File: src/rtl/ser_regbank_pkg.sv
package ser_regbank_pkg;
   localparam int unsigned DATA_W = 8;
   typedef logic [2:0]        reg_off_t;
   typedef logic [DATA_W-1:0] byte_t;

   // offsets whose meaning is part of the compatible map
   localparam reg_off_t OFF_DATA  = 3'd0;
   localparam reg_off_t OFF_IEN   = 3'd1;
   localparam reg_off_t OFF_IID   = 3'd2;
   localparam reg_off_t OFF_LCTL  = 3'd3;
   localparam reg_off_t OFF_MCTL  = 3'd4;
   localparam reg_off_t OFF_LSTAT = 3'd5;
   localparam reg_off_t OFF_MSTAT = 3'd6;
   localparam reg_off_t OFF_SCR   = 3'd7;

   localparam int unsigned IEN_RX_BIT  = 0;
   localparam int unsigned IEN_TX_BIT  = 1;
   localparam int unsigned LCTL_DIV_BIT = 7;

   localparam byte_t IID_NONE   = 8'h01;
   localparam byte_t IID_TX     = 8'h02;
   localparam byte_t IID_RX     = 8'h04;
   localparam byte_t LSTAT_IDLE = 8'h60;
   localparam byte_t MCTL_KEY   = 8'h1A;
   localparam byte_t MCTL_STORE = 8'h9A;

   typedef enum int unsigned { CH_RX = 0, CH_TX = 1, CH_NUM = 2 } chan_e;
endpackage

File: src/rtl/ser_holdoff_timer.sv
module ser_holdoff_timer #(
   parameter int unsigned HOLDOFF_CYC = 23
) (
   input  logic clk,
   input  logic rst_n,
   input  logic arm_i,
   input  logic cancel_i,
   output logic fire_o
);
   localparam int unsigned CNT_W = $clog2(HOLDOFF_CYC + 1);
   localparam logic [CNT_W-1:0] LOAD = CNT_W'(HOLDOFF_CYC);
   localparam logic [CNT_W-1:0] LAST = CNT_W'(1);

   logic             active_q;
   logic [CNT_W-1:0] cnt_q;

   always_ff @(posedge clk) begin
      if (!rst_n) begin
         active_q <= 1'b0;
         cnt_q    <= '0;
      end else if (arm_i) begin
         active_q <= 1'b1;
         cnt_q    <= LOAD;
      end else if (cancel_i) begin
         active_q <= 1'b0;
      end else if (active_q) begin
         if (cnt_q == LAST) active_q <= 1'b0;
         else               cnt_q    <= cnt_q - LAST;
      end
   end

   // a restart or a cancel in the same cycle wins over expiry
   assign fire_o = active_q && (cnt_q == LAST) && !arm_i && !cancel_i;

   AST_TMR_NO_EARLY: assert property (@(posedge clk) disable iff (!rst_n)
      (arm_i && (HOLDOFF_CYC > 1)) |=> !fire_o);
   AST_TMR_CANCEL: assert property (@(posedge clk) disable iff (!rst_n)
      (cancel_i && !arm_i) |=> !fire_o);
endmodule

File: src/rtl/ser_cfg_regs.sv
module ser_cfg_regs
   import ser_regbank_pkg::*;
#(
   parameter int unsigned IEN_W       = 4,
   parameter bit          HAS_SCRATCH = 1'b1
) (
   input  logic             clk,
   input  logic             rst_n,
   input  logic             wr_en,
   input  reg_off_t         off,
   input  byte_t            wdata,
   output logic [IEN_W-1:0] ien_o,
   output byte_t            lctl_o,
   output byte_t            div_lo_o,
   output byte_t            div_hi_o,
   output byte_t            mctl_o,
   output byte_t            scr_o
);
   logic div_sel;
   assign div_sel = lctl_o[LCTL_DIV_BIT];

   always_ff @(posedge clk) begin
      if (!rst_n) begin
         ien_o    <= '0;
         lctl_o   <= '0;
         div_lo_o <= '0;
         div_hi_o <= '0;
         mctl_o   <= '0;
      end else if (wr_en) begin
         case (off)
            OFF_DATA: if (div_sel) div_lo_o <= wdata;
            OFF_IEN:  if (div_sel) div_hi_o <= wdata;
                      else         ien_o    <= wdata[IEN_W-1:0];
            OFF_LCTL: lctl_o <= wdata;
            OFF_MCTL: if (wdata == MCTL_KEY) mctl_o <= MCTL_STORE;
            default: ;
         endcase
      end
   end

   generate
      if (HAS_SCRATCH) begin : g_scr
         always_ff @(posedge clk) begin
            if (!rst_n)                         scr_o <= '0;
            else if (wr_en && off == OFF_SCR)   scr_o <= wdata;
         end
      end else begin : g_no_scr
         assign scr_o = '0;
      end
   endgenerate

   AST_MCTL_KEEP: assert property (@(posedge clk) disable iff (!rst_n)
      (wr_en && off == OFF_MCTL && wdata != MCTL_KEY) |=> $stable(mctl_o));
endmodule

File: src/rtl/ser_regbank.sv
module ser_regbank
   import ser_regbank_pkg::*;
#(
   parameter int unsigned HOLDOFF_CYC = 23,
   parameter int unsigned IEN_W       = 4,
   parameter bit          HAS_SCRATCH = 1'b1
) (
   input  logic       clk,
   input  logic       rst_n,
   input  logic       bus_sel,
   input  logic       bus_wr,
   input  logic [2:0] bus_addr,
   input  logic [7:0] bus_wdata,
   output logic [7:0] bus_rdata,
   input  logic       rx_valid,
   input  logic [7:0] rx_data,
   output logic       rx_pop,
   output logic       tx_valid,
   output logic [7:0] tx_data,
   output logic       irq
);
   localparam int unsigned SINCE_W = $clog2(HOLDOFF_CYC + 1);
   localparam logic [SINCE_W-1:0] SINCE_SAT = SINCE_W'(HOLDOFF_CYC);

   initial begin
      assert (HOLDOFF_CYC >= 1 && HOLDOFF_CYC < 65536);
      assert (IEN_W >= 2 && IEN_W <= DATA_W);
   end

   logic [IEN_W-1:0] ien;
   byte_t lctl, div_lo, div_hi, mctl, scr;
   logic  rd_acc, wr_acc, div_sel;
   logic  data_rd, data_wr, ien_wr, iid_rd;

   assign rd_acc  = bus_sel && !bus_wr;
   assign wr_acc  = bus_sel && bus_wr;
   assign div_sel = lctl[LCTL_DIV_BIT];
   assign data_rd = rd_acc && bus_addr == OFF_DATA && !div_sel;
   assign data_wr = wr_acc && bus_addr == OFF_DATA && !div_sel;
   assign ien_wr  = wr_acc && bus_addr == OFF_IEN  && !div_sel;
   assign iid_rd  = rd_acc && bus_addr == OFF_IID;

   ser_cfg_regs #(.IEN_W(IEN_W), .HAS_SCRATCH(HAS_SCRATCH)) u_cfg (
      .clk(clk), .rst_n(rst_n), .wr_en(wr_acc), .off(bus_addr), .wdata(bus_wdata),
      .ien_o(ien), .lctl_o(lctl), .div_lo_o(div_lo), .div_hi_o(div_hi),
      .mctl_o(mctl), .scr_o(scr)
   );

   // ---------------- interrupt pacing ----------------
   logic [CH_NUM-1:0] t_arm, t_cancel, t_fire;
   logic rx_valid_q, rx_rise, rx_pend_q, tx_pend_q;
   logic ien_rx, ien_tx, new_rx_en, new_tx_en;
   logic [SINCE_W-1:0] since_q;
   logic tx_expired, tx_now, tx_set, tx_clr, rx_set, rx_clr;

   assign ien_rx    = ien[IEN_RX_BIT];
   assign ien_tx    = ien[IEN_TX_BIT];
   assign new_rx_en = bus_wdata[IEN_RX_BIT];
   assign new_tx_en = bus_wdata[IEN_TX_BIT];
   assign rx_rise   = rx_valid && !rx_valid_q;
   assign tx_expired = (since_q >= SINCE_SAT);
   assign tx_now     = ien_wr && new_tx_en && tx_expired;

   assign t_arm[CH_RX]    = (data_rd && ien_rx) || (ien_wr && new_rx_en && rx_valid)
                          || (rx_rise && ien_rx && !ien_wr);
   assign t_cancel[CH_RX] = ien_wr && !(new_rx_en && rx_valid);
   assign t_arm[CH_TX]    = (data_wr && ien_tx) || (ien_wr && new_tx_en && !tx_expired);
   assign t_cancel[CH_TX] = ien_wr && (!new_tx_en || tx_expired);

   generate
      for (genvar ch = 0; ch < CH_NUM; ch++) begin : g_tmr
         ser_holdoff_timer #(.HOLDOFF_CYC(HOLDOFF_CYC)) u_tmr (
            .clk(clk), .rst_n(rst_n), .arm_i(t_arm[ch]),
            .cancel_i(t_cancel[ch]), .fire_o(t_fire[ch])
         );
      end
   endgenerate

   assign rx_set = t_fire[CH_RX] && ien_rx && rx_valid;
   assign rx_clr = data_rd || (ien_wr && !new_rx_en);
   assign tx_set = tx_now || (t_fire[CH_TX] && ien_tx);
   assign tx_clr = data_wr || (ien_wr && !new_tx_en) || (iid_rd && !rx_pend_q && tx_pend_q);

   always_ff @(posedge clk) begin
      if (!rst_n) begin
         rx_valid_q <= 1'b0;
         rx_pend_q  <= 1'b0;
         tx_pend_q  <= 1'b0;
         since_q    <= SINCE_SAT;
      end else begin
         rx_valid_q <= rx_valid;
         if (rx_set)      rx_pend_q <= 1'b1;
         else if (rx_clr) rx_pend_q <= 1'b0;
         if (tx_set)      tx_pend_q <= 1'b1;
         else if (tx_clr) tx_pend_q <= 1'b0;
         if (tx_set)               since_q <= '0;
         else if (!tx_expired)     since_q <= since_q + 1'b1;
      end
   end

   assign irq = rx_pend_q || tx_pend_q;

   // ---------------- data path and read mux ----------------
   byte_t iid_val;
   assign iid_val  = rx_pend_q ? IID_RX : (tx_pend_q ? IID_TX : IID_NONE);
   assign rx_pop   = data_rd && rx_valid;
   assign tx_valid = data_wr;
   assign tx_data  = bus_wdata;

   always_comb begin
      case (bus_addr)
         OFF_DATA:  bus_rdata = div_sel ? div_lo : (rx_valid ? rx_data : '0);
         OFF_IEN:   bus_rdata = div_sel ? div_hi : {{(DATA_W-IEN_W){1'b0}}, ien};
         OFF_IID:   bus_rdata = iid_val;
         OFF_LCTL:  bus_rdata = lctl;
         OFF_MCTL:  bus_rdata = mctl;
         OFF_LSTAT: bus_rdata = LSTAT_IDLE | {7'd0, rx_valid};
         OFF_MSTAT: bus_rdata = '0;
         default:   bus_rdata = scr;
      endcase
   end

   AST_DATA_WR_CLR_TX: assert property (@(posedge clk) disable iff (!rst_n)
      data_wr |=> !tx_pend_q);
   AST_DATA_RD_CLR_RX: assert property (@(posedge clk) disable iff (!rst_n)
      data_rd |=> !rx_pend_q);
   AST_IID_KEEPS_RX: assert property (@(posedge clk) disable iff (!rst_n)
      (iid_rd && rx_pend_q) |=> rx_pend_q);
   AST_TX_OFF_CLR: assert property (@(posedge clk) disable iff (!rst_n)
      (ien_wr && !new_tx_en) |=> !tx_pend_q);
   AST_RX_PEND_NEEDS_EN: assert property (@(posedge clk) disable iff (!rst_n)
      rx_pend_q |-> ien_rx);
   AST_TX_PEND_NEEDS_EN: assert property (@(posedge clk) disable iff (!rst_n)
      tx_pend_q |-> ien_tx);
endmodule

File: config.mk
export PLATFORM = sky130hd
export DESIGN_NAME = ser_regbank
export DESIGN_NICKNAME = d
export VERILOG_FILES = /design/src/rtl/ser_regbank_pkg.sv /design/src/rtl/ser_holdoff_timer.sv /design/src/rtl/ser_cfg_regs.sv /design/src/rtl/ser_regbank.sv
export SDC_FILE = /design/constraint.sdc
export NUM_CORES = 1
export LEC_CHECK = 0
export ABC_AREA = 1
export BUFFER_PORTS_ARGS = -buffer_cell sky130_fd_sc_hd__buf_2
export CORE_MARGIN = 5
export CORE_UTILIZATION = 60
export DETAILED_ROUTE_END_ITERATION = 16
export GPL_TIMING_DRIVEN = 0
export PLACE_DENSITY = 0.82
export SKIP_CTS_REPAIR_TIMING = 1
export SYNTH_ARGS = -nofsm -noshare
export SYNTH_HDL_FRONTEND = slang
export SYNTH_HIERARCHICAL = 1
export SYNTH_SLANG_ARGS = --single-unit
File: constraint.sdc
create_clock -name clk -period 4 [get_ports clk]
set_clock_uncertainty 0.1 [all_clocks]
set_input_delay 0.8 -clock clk [delete_from_list [all_inputs] [get_ports clk]]
set_output_delay 0.8 -clock clk [all_outputs]
set_load 0.01 [all_outputs]
==> run summary <==
Multi-input gate area: 1820 um2
max-cap violation count: 0
pwr/cell area: 339 nW/um2
PortBufs: 42
CP Depth: 8
synth top area cells: dfxtp_1 (34%), nand2_1 (14%), nor2_1 (8.3%)
most frequent cells in the layout: nand2_1 (125), nor2_1 (75), inv_1 (66), dfxtp_1 (57), buf_2 (44)
die width: 85.0 um
Final Cell Area: 3870 um2
Final Hold Vio Count: 0
Critical Path AT: 2000 ps
Max Freq: 345 MHz
FF/Latch Area: 1140 um2
final worst-path cycle share: 72.5%
Fill cells: 498
area growth from synthesis to layout: 14.6%
CP cell instances: buf_2 -> inv_1 -> nor3_1 -> nand3_1 -> nand2_1 -> nor2_1 -> nand3_1 -> buf_2
crit-path leading delay family: simple AND/OR/NAND/NOR gates
Core Rows: 27
Register-to-Register Path Depth: 15
WP buf/inv: 3
WS Path Type: in2out
Slew Limit Fails: 0
Combinational Power Share: 16.2%
Hold WC Path Type: reg2reg
clock power share: 37.7%
first-pass GRT wire length: 14.3 mm
Total Routing Usage GR: 24.9%
Leak: 1.82 nW
Final TNS setup: 0 ps
Cell Area, Synth: 3380 um2
worst vdd ir: 255 uV
Die Y: 85.0 um
I/O pin count: 43
DPL Wire Length: 6.42 mm
diode count: 0
Clock Root Buffer: clkbuf_8
Worst setup EP type: primary output
Post-DRT Antenna Nets: 0
Yosys top cell area share: 33.8%
Final setup viols: 0
vias post-DR: 3423
synthesized area per cell: 6.60 um2
Yosys reg bits: 57
vias in the first global route: 3218
RSZ-0062 raised after global routing: no
CP required: 3100 ps
Starting DRT DRC Count: 173
initial antenna violation count: 0
H-Tree Depth: 3
slowest CP cell: nor3_1
placed cell area: 3690 um2
Mapped Cells: 512
Internal Dissipation: 0.932 mW
maximum buffer depth of the clock tree: 2
drt drc: 0
P_sw: 0.380 mW
Clock Pin Slew Worst Setup and Hold Paths: 60 ps
TritonCTS clock tree: built
Syn. warnings: 6
most common cell after layout, fill and taps aside: nand2_1
sequential fraction of the synthesis area: 33.8%
fin crit period: 2900 ps
grt ovf: 0
Critical Path Source Type: input port
drt total wl: 8.64 mm
post-DR wirelength/cell: 13.4 um
clock sinks: 57
Initial Util: 61.7%
vias per cell: 5.32
pin count of the biggest net entering global routing: 15
sw frac: 28.9%
fin nets: 597
hold slack: 384 ps
Num CTS Buffers: 9
core area: 5470 um2
clk_lat worst skew: 340 ps
count of different cell masters after synthesis: 33
Cells on Worst Hold Path: 2
DRT Pass-1 Iters: 5
maximum fanout along the worst path: 7
share of layout cells above drive strength 1: 21.2%
area leader, netlist: dfxtp_1
GP Congestion: 0.923
Seq pwr share: 46.1%
die area: 7230 um2
largest stage delay on the critical path: 380 ps
run status: finished, final reports clean
flip-flops by register name (all words and copies together) (netlist names):
register              flops
u_cfg/ien_o               4
u_cfg/lctl_o              8
tx_pend_q                 1
u_cfg/mctl_o              1
since_q                   5
u_cfg/div_lo_o            8
rx_valid_q                1
g_tmr.u_tmr/cnt_q        10
u_cfg/div_hi_o            8
u_cfg/scr_o               8
rx_pend_q                 1
g_tmr.u_tmr/active_q      2
kinds of logic after synthesis:
logic type               count (synthesis)  synth area share (%)
other                                    1                 0.111
AO/OA/AOI/OAI                           70                  11.4
flip-flops                              57                  33.8
adder cells (fa/ha/maj)                  5                  1.85
AND/OR/NAND/NOR                        284                  39.7
buffers and inverters                   93                  12.6
XOR/XNOR                                 2                 0.519
worst paths after layout:
check,start,endpoint,slack [ps]
worst max-delay path,bus_addr[1],bus_rdata[0],1100
worst min-delay path,u_cfg/lctl_o[2]$_SDFFE_PN0P_,u_cfg/lctl_o[2]$_SDFFE_PN0P_,380
worst max register to register,since_q[0]$_SDFFE_PN1P_,since_q[0]$_SDFFE_PN1P_,1430
worst min register to register,u_cfg/lctl_o[2]$_SDFFE_PN0P_,u_cfg/lctl_o[2]$_SDFFE_PN0P_,380
stage by stage:
stage	util (%)	cells	setup WS, ps	total power, mW
3_3_place_gp	67.4	629	1120	0.819
2_1_floorplan	-	515	1620	0.759
3_5_place_dp	67.4	629	1130	0.825
4_1_cts	70.7	644	1130	1.32
5_1_grt	70.7	644	1000	1.38
6_report	70.7	644	1100	1.31
power groups by stage:
stage / Clock (mW) / Combinational, mW / Sequential (mW)
after floorplan: 0 / 0.146 / 0.613
after global placement: 0 / 0.203 / 0.616
after detailed placement: 0 / 0.208 / 0.617
after CTS: 0.503 / 0.210 / 0.605
after global routing: 0.530 / 0.239 / 0.609
final: 0.495 / 0.212 / 0.605
worst reg2reg max path, cell delays in order, from the launching register on:
cell     delay (ps)
dfxtp_1         340
ha_1            220
nand2_1         110
nand3_1          80
nand2_1         200
inv_1           150
nand2_1          80
nand2_1          80
nor2_4          220
inv_1            60
nor3_1          230
nand2_1         160
inv_1           160
nor2_1           60
a21oi_1         150
nand2_1          60
layout make-up:
cell class	count	share of cell area [%]
inverters	71	6.95
clock buffers	12	4.27
well taps	72	2.33
clock inverters	3	0.388
plain buffers	22	4.04
multi-input cells	365	47.1
flip-flops and latches	57	29.5
repair buffers	42	5.43
layer usage:
layer	track usage, %	vias to the layer above	share of wire [%]
met4	15.5	0	4.3
met2	42.1	138	48
met3	3.69	30	6.7
met5	0	-	0
li1	-	1721	-
met1	29.4	1534	41
cells in the mapped netlist, drive strengths merged:
master	number
nand4	15
o21ai	39
nand3	35
and3	1
nand3b	1
xor2	2
clkinv	2
o21bai	1
clkbuf	3
conb	1
buf	19
nor2	91
inv	69
a21oi	28
nor3	8
dfxtp	57
a31oi	2
ha	5
nand2	133
Power figures use the tool's default switching activity.
